`src/rtl/bab_pkg.sv`:
```
package bab_pkg;
  localparam int BAB_DATA_W = 32;
  localparam int BAB_LANES  = BAB_DATA_W / 8;
  localparam int BAB_BIT_W  = $clog2(BAB_DATA_W);

  typedef enum logic [2:0] {
    ST_IDLE, ST_PASS, ST_ARD, ST_ACAP, ST_AWR, ST_RESP, ST_FAULT
  } bab_state_t;

  typedef struct packed {
    logic load;      // latch the request
    logic memIssue;  // drive a downstream access
    logic memWrite;  // downstream access is a write
    logic capture;   // store the read word of a read-modify-write
    logic respond;   // response cycle
    logic fault;     // error response
  } bab_strobe_t;
endpackage

```
`src/rtl/bab_region_decode.sv`:
```
module bab_region_decode #(
  parameter int ADDR_W        = 32,
  parameter int NUM_REGIONS   = 2,
  parameter int TGT_SPAN_LOG2 = 20,
  parameter logic [NUM_REGIONS*ADDR_W-1:0] TGT_BASES   = '0,
  parameter logic [NUM_REGIONS*ADDR_W-1:0] ALIAS_BASES = '0
) (
  input  logic [ADDR_W-3:0]           wordAddr,
  output logic                        aliasHit,
  output logic [ADDR_W-1:0]           tgtAddr,
  output logic [bab_pkg::BAB_BIT_W-1:0] bitIdx
);
  localparam int ALIAS_LOG2 = TGT_SPAN_LOG2 + bab_pkg::BAB_BIT_W;

  logic [NUM_REGIONS-1:0] hitVec;
  logic [ADDR_W-1:0]      tgtVec [NUM_REGIONS];
  logic [ALIAS_LOG2-3:0]  offset;

  assign offset = wordAddr[ALIAS_LOG2-3:0];
  assign bitIdx = offset[bab_pkg::BAB_BIT_W-1:0];

  for (genvar g = 0; g < NUM_REGIONS; g++) begin : gRegion
    localparam logic [ADDR_W-1:0] TBASE = TGT_BASES[g*ADDR_W +: ADDR_W];
    localparam logic [ADDR_W-1:0] ABASE = ALIAS_BASES[g*ADDR_W +: ADDR_W];
    assign hitVec[g] = (wordAddr[ADDR_W-3:ALIAS_LOG2-2] == ABASE[ADDR_W-1:ALIAS_LOG2]);
    assign tgtVec[g] = {TBASE[ADDR_W-1:TGT_SPAN_LOG2], offset[ALIAS_LOG2-3:5], 2'b00};
  end

  always_comb begin
    aliasHit = |hitVec;
    tgtAddr  = '0;
    for (int r = 0; r < NUM_REGIONS; r++) begin
      if (hitVec[r]) tgtAddr = tgtAddr | tgtVec[r];
    end
  end
endmodule

```
`src/rtl/bab_ctrl.sv`:
```
module bab_ctrl
  import bab_pkg::*;
(
  input  logic        clk,
  input  logic        rstN,
  input  logic        reqValid,
  input  logic        reqWrite,
  input  logic        aliasHit,
  input  logic        cpuMaster,
  output logic        reqReady,
  output bab_strobe_t stb
);
  bab_state_t state, stateNext;
  logic       wrFlag;

  always_ff @(posedge clk or negedge rstN) begin
    if (!rstN) begin
      state  <= ST_IDLE;
      wrFlag <= 1'b0;
    end else begin
      state <= stateNext;
      if (stb.load) wrFlag <= reqWrite;
    end
  end

  assign reqReady = (state == ST_IDLE);

  always_comb begin
    stb       = '0;
    stateNext = state;
    unique case (state)
      ST_IDLE: begin
        if (reqValid) begin
          stb.load = 1'b1;
          if (aliasHit && !cpuMaster) stateNext = ST_FAULT;
          else if (aliasHit)          stateNext = ST_ARD;
          else                        stateNext = ST_PASS;
        end
      end
      ST_PASS: begin
        stb.memIssue = 1'b1;
        stb.memWrite = wrFlag;
        stateNext    = ST_RESP;
      end
      ST_ARD: begin
        stb.memIssue = 1'b1;
        stateNext    = wrFlag ? ST_ACAP : ST_RESP;
      end
      ST_ACAP: begin
        stb.capture = 1'b1;
        stateNext   = ST_AWR;
      end
      ST_AWR: begin
        stb.memIssue = 1'b1;
        stb.memWrite = 1'b1;
        stateNext    = ST_RESP;
      end
      ST_RESP: begin
        stb.respond = 1'b1;
        stateNext   = ST_IDLE;
      end
      ST_FAULT: begin
        stb.respond = 1'b1;
        stb.fault   = 1'b1;
        stateNext   = ST_IDLE;
      end
      default: stateNext = ST_IDLE;
    endcase
  end
endmodule

```
`src/rtl/bab_datapath.sv`:
```
module bab_datapath
  import bab_pkg::*;
#(
  parameter int ADDR_W = 32
) (
  input  logic                  clk,
  input  logic                  rstN,
  input  bab_strobe_t           stb,
  input  logic [ADDR_W-1:0]     reqAddr,
  input  logic                  reqWrite,
  input  logic [BAB_DATA_W-1:0] reqWdata,
  input  logic [BAB_LANES-1:0]  reqStrb,
  input  logic                  aliasHit,
  input  logic [ADDR_W-1:0]     tgtAddr,
  input  logic [BAB_BIT_W-1:0]  bitIdx,
  input  logic [BAB_DATA_W-1:0] memRdata,
  output logic                  memEn,
  output logic                  memWe,
  output logic [ADDR_W-1:0]     memAddr,
  output logic [BAB_DATA_W-1:0] memWdata,
  output logic [BAB_LANES-1:0]  memStrb,
  output logic                  rspValid,
  output logic                  rspErr,
  output logic [BAB_DATA_W-1:0] rspRdata
);
  logic [ADDR_W-1:0]     holdAddr;
  logic                  holdWrite;
  logic [BAB_DATA_W-1:0] holdWdata;
  logic [BAB_LANES-1:0]  holdStrb;
  logic                  holdAlias;
  logic [BAB_BIT_W-1:0]  holdBit;
  logic [BAB_DATA_W-1:0] capWord;
  logic [BAB_DATA_W-1:0] mergedWord;
  logic [BAB_LANES-1:0]  laneMask;

  always_ff @(posedge clk or negedge rstN) begin
    if (!rstN) begin
      holdAddr  <= '0;
      holdWrite <= 1'b0;
      holdWdata <= '0;
      holdStrb  <= '0;
      holdAlias <= 1'b0;
      holdBit   <= '0;
      capWord   <= '0;
    end else begin
      if (stb.load) begin
        holdAddr  <= aliasHit ? tgtAddr : reqAddr;
        holdWrite <= reqWrite;
        holdWdata <= reqWdata;
        holdStrb  <= reqStrb;
        holdAlias <= aliasHit;
        holdBit   <= bitIdx;
      end
      if (stb.capture) capWord <= memRdata;
    end
  end

  always_comb begin
    mergedWord          = capWord;
    mergedWord[holdBit] = holdWdata[0];
    laneMask            = '0;
    laneMask[holdBit[BAB_BIT_W-1:3]] = 1'b1;
  end

  assign memEn    = stb.memIssue;
  assign memWe    = stb.memIssue && stb.memWrite;
  assign memAddr  = holdAddr;
  assign memWdata = holdAlias ? mergedWord : holdWdata;
  assign memStrb  = holdAlias ? laneMask : holdStrb;

  assign rspValid = stb.respond;
  assign rspErr   = stb.respond && stb.fault;

  always_comb begin
    rspRdata = '0;
    if (stb.respond && !stb.fault && !holdWrite) begin
      if (holdAlias) rspRdata = {{(BAB_DATA_W-1){1'b0}}, memRdata[holdBit]};
      else           rspRdata = memRdata;
    end
  end
endmodule

```
`src/rtl/bit_alias_bridge.sv`:
```
module bit_alias_bridge
  import bab_pkg::*;
#(
  parameter int ADDR_W        = 32,
  parameter int MID_W         = 2,
  parameter int CPU_ID        = 0,
  parameter int TGT_SPAN_LOG2 = 20,
  parameter logic [31:0] SRAM_TGT_BASE    = 32'h2000_0000,
  parameter logic [31:0] SRAM_ALIAS_BASE  = 32'h2200_0000,
  parameter logic [31:0] PERI_TGT_BASE    = 32'h4000_0000,
  parameter logic [31:0] PERI_ALIAS_BASE  = 32'h4200_0000
) (
  input  logic                  clk,
  input  logic                  rstN,
  input  logic                  reqValid,
  output logic                  reqReady,
  input  logic [ADDR_W-1:0]     reqAddr,
  input  logic                  reqWrite,
  input  logic [31:0]           reqWdata,
  input  logic [3:0]            reqStrb,
  input  logic [MID_W-1:0]      reqMaster,
  output logic                  memEn,
  output logic                  memWe,
  output logic [ADDR_W-1:0]     memAddr,
  output logic [31:0]           memWdata,
  output logic [3:0]            memStrb,
  input  logic [31:0]           memRdata,
  output logic                  rspValid,
  output logic                  rspErr,
  output logic [31:0]           rspRdata
);
  localparam int NUM_REGIONS = 2;

  bab_strobe_t           stb;
  logic                  aliasHit;
  logic                  cpuMaster;
  logic [ADDR_W-1:0]     tgtAddr;
  logic [BAB_BIT_W-1:0]  bitIdx;

  assign cpuMaster = (reqMaster == MID_W'(CPU_ID));

  bab_region_decode #(
    .ADDR_W        (ADDR_W),
    .NUM_REGIONS   (NUM_REGIONS),
    .TGT_SPAN_LOG2 (TGT_SPAN_LOG2),
    .TGT_BASES     ({ADDR_W'(PERI_TGT_BASE),   ADDR_W'(SRAM_TGT_BASE)}),
    .ALIAS_BASES   ({ADDR_W'(PERI_ALIAS_BASE), ADDR_W'(SRAM_ALIAS_BASE)})
  ) uDecode (
    .wordAddr (reqAddr[ADDR_W-1:2]),
    .aliasHit (aliasHit),
    .tgtAddr  (tgtAddr),
    .bitIdx   (bitIdx)
  );

  bab_ctrl uCtrl (
    .clk       (clk),
    .rstN      (rstN),
    .reqValid  (reqValid),
    .reqWrite  (reqWrite),
    .aliasHit  (aliasHit),
    .cpuMaster (cpuMaster),
    .reqReady  (reqReady),
    .stb       (stb)
  );

  bab_datapath #(.ADDR_W(ADDR_W)) uData (
    .clk      (clk),
    .rstN     (rstN),
    .stb      (stb),
    .reqAddr  (reqAddr),
    .reqWrite (reqWrite),
    .reqWdata (reqWdata),
    .reqStrb  (reqStrb),
    .aliasHit (aliasHit),
    .tgtAddr  (tgtAddr),
    .bitIdx   (bitIdx),
    .memRdata (memRdata),
    .memEn    (memEn),
    .memWe    (memWe),
    .memAddr  (memAddr),
    .memWdata (memWdata),
    .memStrb  (memStrb),
    .rspValid (rspValid),
    .rspErr   (rspErr),
    .rspRdata (rspRdata)
  );
endmodule

```
`config.mk`:
```
export PLATFORM = sky130hd
export DESIGN_NAME = bit_alias_bridge
export DESIGN_NICKNAME = d
export VERILOG_FILES = /design/src/rtl/bab_pkg.sv /design/src/rtl/bab_region_decode.sv /design/src/rtl/bab_ctrl.sv /design/src/rtl/bab_datapath.sv /design/src/rtl/bit_alias_bridge.sv
export SDC_FILE = /design/constraint.sdc
export NUM_CORES = 1
export LEC_CHECK = 0
export BUFFER_PORTS_ARGS = -buffer_cell sky130_fd_sc_hd__buf_2
export CAP_MARGIN = 15
export CELL_PAD_IN_SITES_DETAIL_PLACEMENT = 0
export CELL_PAD_IN_SITES_GLOBAL_PLACEMENT = 1
export CORE_MARGIN = 4
export CORE_UTILIZATION = 39
export CTS_CLUSTER_DIAMETER = 100
export CTS_CLUSTER_SIZE = 12
export DETAILED_ROUTE_END_ITERATION = 8
export PLACE_DENSITY = 0.95
export SLEW_MARGIN = 20
export SYNTH_ARGS = -nofsm -noshare
export SYNTH_HDL_FRONTEND = slang
export SYNTH_SLANG_ARGS = --single-unit
```
`constraint.sdc`:
```
create_clock -name clk -period 4.87 [get_ports clk]
set_input_delay 1.2175 -clock clk [delete_from_list [all_inputs] [get_ports clk]]
set_output_delay 1.2175 -clock clk [all_outputs]
set_load 0.01 [all_outputs]
```
==> results.yml <==
sta:
  timing.final.setup_violations: 0
  max_clock_freq_mhz: 254
  fin_ws_ps: 936
  layout_min_cycle_time_ps: 3930
  max_slew_margin_pct: 40.2
  grt_setup_unrepaired: "no"
  hold_viol: 0
  setup-tns-final_ps: 0
  period_share_pct: 80.8
  slew_violations: 0
  tightestPinTransition_ps: 897
  clock-skew-final_ps: 7.07
worst_setup_path:
  r2r_start: "uCtrl.state[2]"
  crit_path_start_kind: "input port"
  reg2reg_depth: 5
  crit-reg2reg-capture: "uCtrl.state[2]"
  worst-setup-path-type: "input port to primary output"
  worst-path-max-fanout: 3
  worst-r2r-setup-slack_ps: 2860
  worst_ep_required_time_ps: 3650
  worst-endpoint-arrival_ps: 2720
  critPathCaptureType: "primary output"
layout:
  fill_cells: 1417
  seq_area_um2: 2760
  final_design_area_no_fill_um2: 7280
  area.growth.synth_to_final_pct: 24.9
  final_layout_size_suffix_gt1_share_pct: 34.0
  finish.net_count: 933
  final_core_utilization_pct: 49.9
  antenna_diode_count: 0
  multi_input_comb_area_um2: 2860
cts:
  postCtsSetupRepairBufs: 0
  cts_buffers: 9
  tritoncts: "yes"
  post_cts_resized: 0
  cts_buffer_depth: 2
  clk-insertion-delay-late_ps: 340
  cts_sinks: 110
  clock_tree.htree_level_count: 3
  cts_hold_buffers: 0
  cts.reportedPaths.clkPinSlew_ps: 70
  clock-root-buffer: "sky130_fd_sc_hd__clkbuf_16"
die:
  initial_core_util_pct: 40.0
  die_x_um: 130
  top_level_ports: 211
  fp-row-count: 44
  area_enclosed_by_the_die_boundary_um2: 17000
  fp.dieH_um: 130
  placeableCoreArea_um2: 14600
placement:
  buffer_ports.inserted: 210
  dp_worst_setup_slack_ps: 972
  placed_area_um2: 6990
  post-dp-hpwl_um: 12600
  gp_congestion: 0.851
yosys:
  syn-mean-instance-area_um2: 9.04
  ys.flop_type: "sky130_fd_sc_hd__dfrtp_1"
  seq_area_frac_synth_pct: 47.2
  syn-cell-area_um2: 5830
  number_of_synthesized_flops_with_an_enable_pin: 0
  postSynthRegisterBits: 110
  unique_cell_type_count_in_the_yosys_netlist: 37
  synthesized_nets: 751
  synth-warning-count: 0
  synth_cells: 645
  async_reset_ff_share_pct: 100
grt:
  antenna_found_initial: 1
  grt_usage_pct: 20.2
  globalRouteOverflowTotal: 0
  pin_count_of_the_biggest_net_entering_global_routing: 64
  grt_pass1_vias: 4805
  grt_pass1_wl_um: 26400
power:
  ir_worst_vdd_uv: 239
  pwr_density_cell_nw_per_um2: 541
  power.leakage_uw: 0.00377
  fin_total_pwr_uw: 3940
job:
  max-cap-violations: 0
detailed_routing:
  drt-vias-per-instance: 5.03
  drt_pass1_iterations: 5
  post_drt_wl_per_cell_um: 17.2
  dr.first_iter.drc_count: 314
  wl_um: 17500
  drcViolationCount: 0
  via_count: 5107
  drt.antenna.violating_nets: 0
worst_hold_path:
  hold_path_class: "flop to flop"
  timing.hold.worst_path_depth: 2
  timing.hold.worst.start: "uData.holdWdata[3]"
  holdPathEnd: "uData.holdWdata[3]"
run_status:
  outcome: "completed"
## cells by family (layout without fill, tap and decap cells)
kind of cell,count (synthesis),in the layout,synth area share [%]
AND/OR/NAND/NOR,311,311,23.7
flip-flops,110,110,47.2
multiplexers,86,86,17.2
AO/OA/AOI/OAI,81,81,7.38
buffers and inverters,54,241,4.01
XOR/XNOR,2,2,0.300
adder cells (fa/ha/maj),1,1,0.172
## per-stage QoR
stage	hold slack, ps	cells
detailed placement	460	1000
CTS	480	1016
floorplan	442	645
global placement	459	1000
global route	497	1016
finish	477	1016
## Yosys cell counts (3+ instances only)
library cell,instances,area [µm²]
sky130_fd_sc_hd__nand2_1,195,732
sky130_fd_sc_hd__dfrtp_1,110,2750
sky130_fd_sc_hd__mux2i_1,44,440
sky130_fd_sc_hd__nor2_1,41,154
sky130_fd_sc_hd__clkbuf_1,35,131
sky130_fd_sc_hd__mux2_2,34,383
sky130_fd_sc_hd__and2_1,32,200
sky130_fd_sc_hd__a21oi_1,27,135
sky130_fd_sc_hd__o21ai_0,22,110
sky130_fd_sc_hd__o21ai_1,19,95.1
sky130_fd_sc_hd__nand3_1,13,65.1
sky130_fd_sc_hd__buf_2,10,50.1
sky130_fd_sc_hd__mux4_2,8,180
sky130_fd_sc_hd__a31oi_1,7,43.8
sky130_fd_sc_hd__nand3b_1,7,52.6
sky130_fd_sc_hd__inv_1,5,18.8
sky130_fd_sc_hd__nand2b_1,5,31.3
sky130_fd_sc_hd__and3b_1,3,26.3
sky130_fd_sc_hd__nor3_1,3,15.0
sky130_fd_sc_hd__nor3b_1,3,22.5
## how the worst max path moves through the flow
stage / from / to / slack (ps)
after global placement: memRdata[27] / rspRdata[0] / 960
after CTS: uData.holdBit[1] / memWdata[6] / 930
final: memRdata[27] / rspRdata[0] / 940
after floorplan: memRdata[27] / rspRdata[0] / 1440
after global routing: uData.holdBit[1] / memWdata[26] / 790
after detailed placement: memRdata[27] / rspRdata[0] / 970
## cell type report
| class | instances | share of cell area, % |
|---|---|---|
| Clock buffer | 10 | 3.14 |
| Multi-Input combinational cell | 481 | 39.3 |
| Tap cell | 184 | 3.16 |
| Sequential cell | 110 | 37.8 |
| Clock inverter | 6 | 0.859 |
| Inverter | 5 | 0.258 |
| Timing Repair Buffer | 220 | 15.5 |
## state kept, by name, indices dropped and copies added (netlist names)
register,flops
uData.capWord,32
uData.holdBit,5
uData.memAddr,32
uData.holdWdata,32
uCtrl.wrFlag,1
uData.holdAlias,1
uCtrl.state,3
uData.holdStrb,4
## critical path: stages
cell	delay, ps
sky130_fd_sc_hd__buf_2	110
sky130_fd_sc_hd__mux4_2	460
sky130_fd_sc_hd__a22oi_1	260
sky130_fd_sc_hd__nand4_1	200
sky130_fd_sc_hd__a22o_1	330
sky130_fd_sc_hd__buf_2	140
## layout by cell type (no fill, tap or decap), drive strengths merged, types with 2 or more instances in the layout
master and n:
buf 220, nand2 195, dfrtp 110, mux2i 44, nor2 41, o21ai 41, mux2 34, and2 32
a21oi 27, nand3 13, clkbuf 10, mux4 8, a31oi 7, nand3b 7, nand2b 5, inv 5
nor3 5, and3b 3, nor3b 3, clkinvlp 3, nor2b 2, nand4 2, a22oi 2, clkinv 2
## metal layers
layer	track usage, %	share of wire, %
met5	0	0.040
met4	6.72	1.8
met3	3.11	6.2
met2	32.0	47
met1	28.3	45
## report_power, final
group / total [µW] / internal (µW) / switching (µW)
Combinational: 1660 / 694 / 965
Clock: 728 / 397 / 331
Sequential: 1560 / 1220 / 332
Total: 3940 / 2320 / 1630
Power figures use the tool's default switching activity.
